File: src/rtl/clk_halt_pkg.sv
package clk_halt_pkg;
  localparam int NUM_SRC = 2;
  localparam int SRC_PRI = 0;
  localparam int SRC_SEC = 1;

  typedef enum logic {
    SEL_PRI = 1'b0,
    SEL_SEC = 1'b1
  } src_sel_e;
endpackage

File: src/rtl/lvl_sync.sv
module lvl_sync #(
  parameter int STAGES = 2
) (
  input  logic clk,
  input  logic rst,
  input  logic lvl,
  output logic lvl_s
);
  logic [STAGES-1:0] sh;

  always_ff @(posedge clk) begin
    if (rst) sh <= '0;
    else     sh <= {sh[STAGES-2:0], lvl};
  end

  assign lvl_s = sh[STAGES-1];
endmodule

File: src/rtl/phase_div.sv
module phase_div #(
  parameter int PH_W = 2
) (
  input  logic clk,
  input  logic rst,
  input  logic step,
  input  logic hold,
  output logic wrap
);
  localparam logic [PH_W-1:0] PH_LAST = '1;

  logic [PH_W-1:0] ph;

  always_ff @(posedge clk) begin
    if (rst) begin
      ph   <= '0;
      wrap <= 1'b0;
    end else begin
      wrap <= 1'b0;
      if (step && !hold) begin
        ph   <= ph + 1'b1;
        wrap <= (ph == PH_LAST);
      end
    end
  end
endmodule

File: src/rtl/halt_ctrl.sv
module halt_ctrl (
  input  logic clk,
  input  logic rst,
  input  logic halt_req,
  input  logic cont_low,
  input  logic pri_hi,
  input  logic on_sec,
  output logic halted
);
  logic pend;

  always_ff @(posedge clk) begin
    if (rst) begin
      halted <= 1'b0;
      pend   <= 1'b0;
    end else if (halted) begin
      if (cont_low) halted <= 1'b0;
    end else if (on_sec) begin
      pend <= 1'b0;
    end else if ((pend || halt_req) && pri_hi) begin
      halted <= 1'b1;
      pend   <= 1'b0;
    end else if (halt_req) begin
      pend <= 1'b1;
    end
  end
endmodule

File: src/rtl/clk_halt_ctrl.sv
module clk_halt_ctrl
  import clk_halt_pkg::*;
#(
  parameter int SYNC_STAGES = 2,
  parameter int PH_W        = 2
) (
  input  logic clk,
  input  logic rst,
  input  logic pri_lvl,
  input  logic sec_lvl,
  input  logic dual_n,
  input  logic sel_sec,
  input  logic halt_req,
  input  logic cont_low,
  output logic cyc_en,
  output logic tb_tick,
  output logic hstat_out
);
  logic [NUM_SRC-1:0] src_lvl;
  logic [NUM_SRC-1:0] src_sync;
  logic [NUM_SRC-1:0] src_dly;
  logic [NUM_SRC-1:0] src_rise;
  src_sel_e           act_src;
  logic               on_sec;
  logic               core_step;
  logic               halted;
  logic               pri_hi;

  assign src_lvl = {sec_lvl, pri_lvl};

  for (genvar g = 0; g < NUM_SRC; g++) begin : g_src
    lvl_sync #(.STAGES(SYNC_STAGES)) u_sync (
      .clk   (clk),
      .rst   (rst),
      .lvl   (src_lvl[g]),
      .lvl_s (src_sync[g])
    );

    always_ff @(posedge clk) begin
      if (rst) src_dly[g] <= 1'b0;
      else     src_dly[g] <= src_sync[g];
    end

    assign src_rise[g] = src_sync[g] & ~src_dly[g];
  end

  assign on_sec    = (act_src == SEL_SEC);
  assign core_step = on_sec ? src_rise[SRC_SEC] : src_rise[SRC_PRI];
  assign pri_hi    = src_sync[SRC_PRI];

  // the source changes only after a completed instruction cycle
  always_ff @(posedge clk) begin
    if (rst)         act_src <= SEL_PRI;
    else if (cyc_en) act_src <= (!dual_n && sel_sec) ? SEL_SEC : SEL_PRI;
  end

  phase_div #(.PH_W(PH_W)) u_core_div (
    .clk  (clk),
    .rst  (rst),
    .step (core_step),
    .hold (halted),
    .wrap (cyc_en)
  );

  phase_div #(.PH_W(PH_W)) u_tb_div (
    .clk  (clk),
    .rst  (rst),
    .step (src_rise[SRC_PRI]),
    .hold (halted),
    .wrap (tb_tick)
  );

  halt_ctrl u_halt (
    .clk      (clk),
    .rst      (rst),
    .halt_req (halt_req),
    .cont_low (cont_low),
    .pri_hi   (pri_hi),
    .on_sec   (on_sec),
    .halted   (halted)
  );

  assign hstat_out = halted;
endmodule

File: config.mk
export PLATFORM = sky130hd
export DESIGN_NAME = clk_halt_ctrl
export DESIGN_NICKNAME = d
export VERILOG_FILES = /design/src/rtl/clk_halt_pkg.sv /design/src/rtl/lvl_sync.sv /design/src/rtl/phase_div.sv /design/src/rtl/halt_ctrl.sv /design/src/rtl/clk_halt_ctrl.sv
export SDC_FILE = /design/constraint.sdc
export NUM_CORES = 1
export LEC_CHECK = 0
export BUFFER_PORTS_ARGS = -buffer_cell sky130_fd_sc_hd__buf_4
export CORE_AREA = 2 2 39 41
export CTS_CLUSTER_DIAMETER = 100
export DETAILED_ROUTE_END_ITERATION = 16
export DIE_AREA = 0 0 41 43
export PLACE_DENSITY = 0.63
export SLEW_MARGIN = 40
export SYNTH_ARGS = -nofsm -noshare
export SYNTH_HDL_FRONTEND = slang
export SYNTH_SLANG_ARGS = --single-unit
File: constraint.sdc
create_clock -name clk -period 2.2 [get_ports clk]
set_input_delay 0.33 -clock clk [delete_from_list [all_inputs] [get_ports clk]]
set_output_delay 0.33 -clock clk [all_outputs]
set_load 0.01 [all_outputs]
==> flow_summary.json <==
{
  "ios": 11,
  "maxCapViolations": 0,
  "num-fill-cells": 127,
  "min_period_ns": 1.35,
  "h-tree-depth": 1,
  "die_y_um": 43,
  "max_freq_mhz": 743,
  "numCtsBuffers": 3,
  "critPathBufInv": 0,
  "critPathLaunchType": "flip-flop",
  "drt-total-wl_um": 819,
  "reg2reg_slack_ns": 0.85,
  "start_util_pct": 41.3,
  "cts_tree": "built",
  "cp_max_fo": 5,
  "drive_gt1_share_pct": 28.1,
  "setup_tns_ns": 0,
  "max_slew.worst_pin.slew_ns": 0.313,
  "critPathCapture": "u_core_div.ph[0]",
  "cts_setup_buffers": 0,
  "synth_top_area_cell": "dfxtp_1",
  "rows": 14,
  "hold_buffers": 0,
  "drc": 0,
  "synth_seq_cells": 15,
  "synth_area_leaders": "dfxtp_1, nor2b_1, ha_1",
  "yosysUniqueCellTypes": 18,
  "clk_pin_slew_worst_paths_ns": 0.09,
  "reg2reg_to": "u_core_div.ph[0]",
  "grt_antenna_before_repair": 0,
  "vias": 377,
  "die_area_um2": 1760,
  "required_ns": 2.38,
  "crit_arrival_ns": 1.52,
  "cts.repair.resized": 0,
  "crit_type": "reg2reg",
  "synth_top_area_share_pct": 52.5,
  "grt_max_degree": 18,
  "synthFlopType": "dfxtp_1",
  "clk_latency_ns": 0.28,
  "dp_slack_ns": 0.851,
  "grt_pass1_wl_um": 1300,
  "synth_cells": 51,
  "status": "finished clean",
  "synth_edf_count": 0,
  "synthesis.area_um2": 572,
  "power_uw": 479,
  "path_depth": 3,
  "hold_viol_final": 0,
  "gp_congestion": 0.622,
  "hold_class": "in2reg",
  "async_flop_share_pct": 0,
  "coreArea_um2": 1380,
  "p_leak_uw": 0.000292,
  "slew_headroom_pct": 79.1,
  "slowest_delay_ns": 0.41,
  "r2r_cells": 3,
  "wl_per_cell_um": 10.2,
  "startpoint": "act_src",
  "grt_pass1_vias": 318,
  "p_per_area_nw_per_um2": 695,
  "vias_per_cell": 4.71,
  "antenna_cells": 0,
  "worst_clock_skew_ns": 0.00321,
  "firstDrtPassIters": 4,
  "synth_most_common_cell": "dfxtp_1",
  "path_delay_family": "simple AND/OR/NAND/NOR gates",
  "die_w_um": 41,
  "grt-ovfl-total": 0,
  "port_buffers": 10,
  "synthesis.nets": 61,
  "rsz0062_at_grt": "no",
  "cts_buffer_depth": 2,
  "rr_startpoint": "act_src",
  "nNetsFinal": 75,
  "synth-seq-area-share_pct": 52.5,
  "setup-violations-final": 0,
  "drv_slew": 0,
  "cp-end-kind": "flip-flop",
  "grt_use_total_pct": 11.7,
  "irDropWorstVdd_uv": 320,
  "cts.sinks": 15,
  "path_cells": "or3b_4, a21oi_4, mux2_4",
  "synth_common_cells": "dfxtp_1, nor2b_1, nor2_1",
  "cp_slowest_cell": "or3b_4",
  "syn_area_per_cell_um2": 11.2,
  "cts_root_buffer": "clkbuf_4",
  "ant_nets": 0,
  "setup_ws_ns": 0.855,
  "fin_crit_sh_pct": 61.1,
  "area_delta_synth_final_pct": 20.6,
  "dp_hpwl_um": 561,
  "yosys_warnings": 0,
  "drt_iter0_drc": 5
}
==> worst min path at each step <==
stage                                      from                     to  slack [ns]  depth (start not counted)
final                                   pri_lvl  g_src[0].u_sync.sh[0]        0.26                          2
after global routing                    sec_lvl  g_src[1].u_sync.sh[0]        0.27                          2
after CTS                               pri_lvl  g_src[0].u_sync.sh[0]        0.25                          2
after detailed placement  g_src[0].u_sync.sh[0]  g_src[0].u_sync.sh[1]        0.42                          1
after global placement    g_src[1].u_sync.sh[0]  g_src[1].u_sync.sh[1]        0.42                          1
after floorplan                             rst  g_src[1].u_sync.sh[1]        0.40                          1
==> metal layers <==
layer	share of wire [%]	routed length [um]	track usage [%]	vias up
li1	-	-	-	197
met1	51	414	15.3	165
met2	37	300	14.1	11
met3	8.3	68	3.14	4
met4	4.4	36	12.0	0
met5	0	0	0	-
==> state kept, by name, indices dropped and copies added, names as in the netlist <==
register and flops:
act_src 1, g_src.u_sync.sh 4, src_dly 2, u_core_div.ph 2, u_core_div.wrap 1, u_halt.halted 1
u_halt.pend 1, u_tb_div.ph 2, u_tb_div.wrap 1
==> report_power, final <==
group / switching, uW / internal (uW) / total, uW / leakage [uW]
logic: 13.2 / 23.0 / 36.1 / 0.000155
clock network: 86.3 / 70.3 / 157 / 0.0000150
registers: 5.65 / 281 / 286 / 0.000122
total: 105 / 374 / 479 / 0.000292
==> cells by family after synthesis <==
logic type / share of synthesized area, %
adder cells (fa/ha/maj): 4.38
multiplexers: 6.13
AO/OA/AOI/OAI: 5.69
AND/OR/NAND/NOR: 29.1
XOR/XNOR: 1.53
buffers and inverters: 0.656
flip-flops: 52.5
==> through the flow <==
stage	std cells	instance area [um2]	util, %	hold slack, ns
global route	80	689	49.8	0.270
detailed placement	76	663	47.9	0.423
finish	80	689	49.8	0.259
floorplan	51	572	-	0.402
global placement	76	663	47.9	0.418
CTS	80	689	49.8	0.255
==> placed cells by master (no fill, tap or decap) <==
| master | count |
|---|---|
| a21oi_1 | 2 |
| a21oi_4 | 1 |
| and3b_1 | 2 |
| buf_4 | 10 |
| clkbuf_1 | 1 |
| clkbuf_4 | 3 |
| dfxtp_1 | 15 |
| ha_1 | 2 |
| mux2_4 | 1 |
| mux2i_1 | 2 |
| nand2b_1 | 4 |
| nand3b_1 | 2 |
| nor2_1 | 6 |
| nor2b_1 | 7 |
| nor2b_2 | 1 |
| nor3b_2 | 1 |
| o22ai_1 | 1 |
| or3b_4 | 1 |
| or4b_1 | 1 |
| xnor2_1 | 1 |
==> final cells by class <==
type | count | area, um2 | area share, %
Sequential cell | 15 | 300 | 43.6
Multi-Input combinational cell | 35 | 268 | 38.8
Clock buffer | 4 | 26.3 | 3.81
Timing Repair Buffer | 10 | 75.1 | 10.9
Tap cell | 16 | 20.0 | 2.90
No activity file was read; power rests on OpenSTA's default activity.
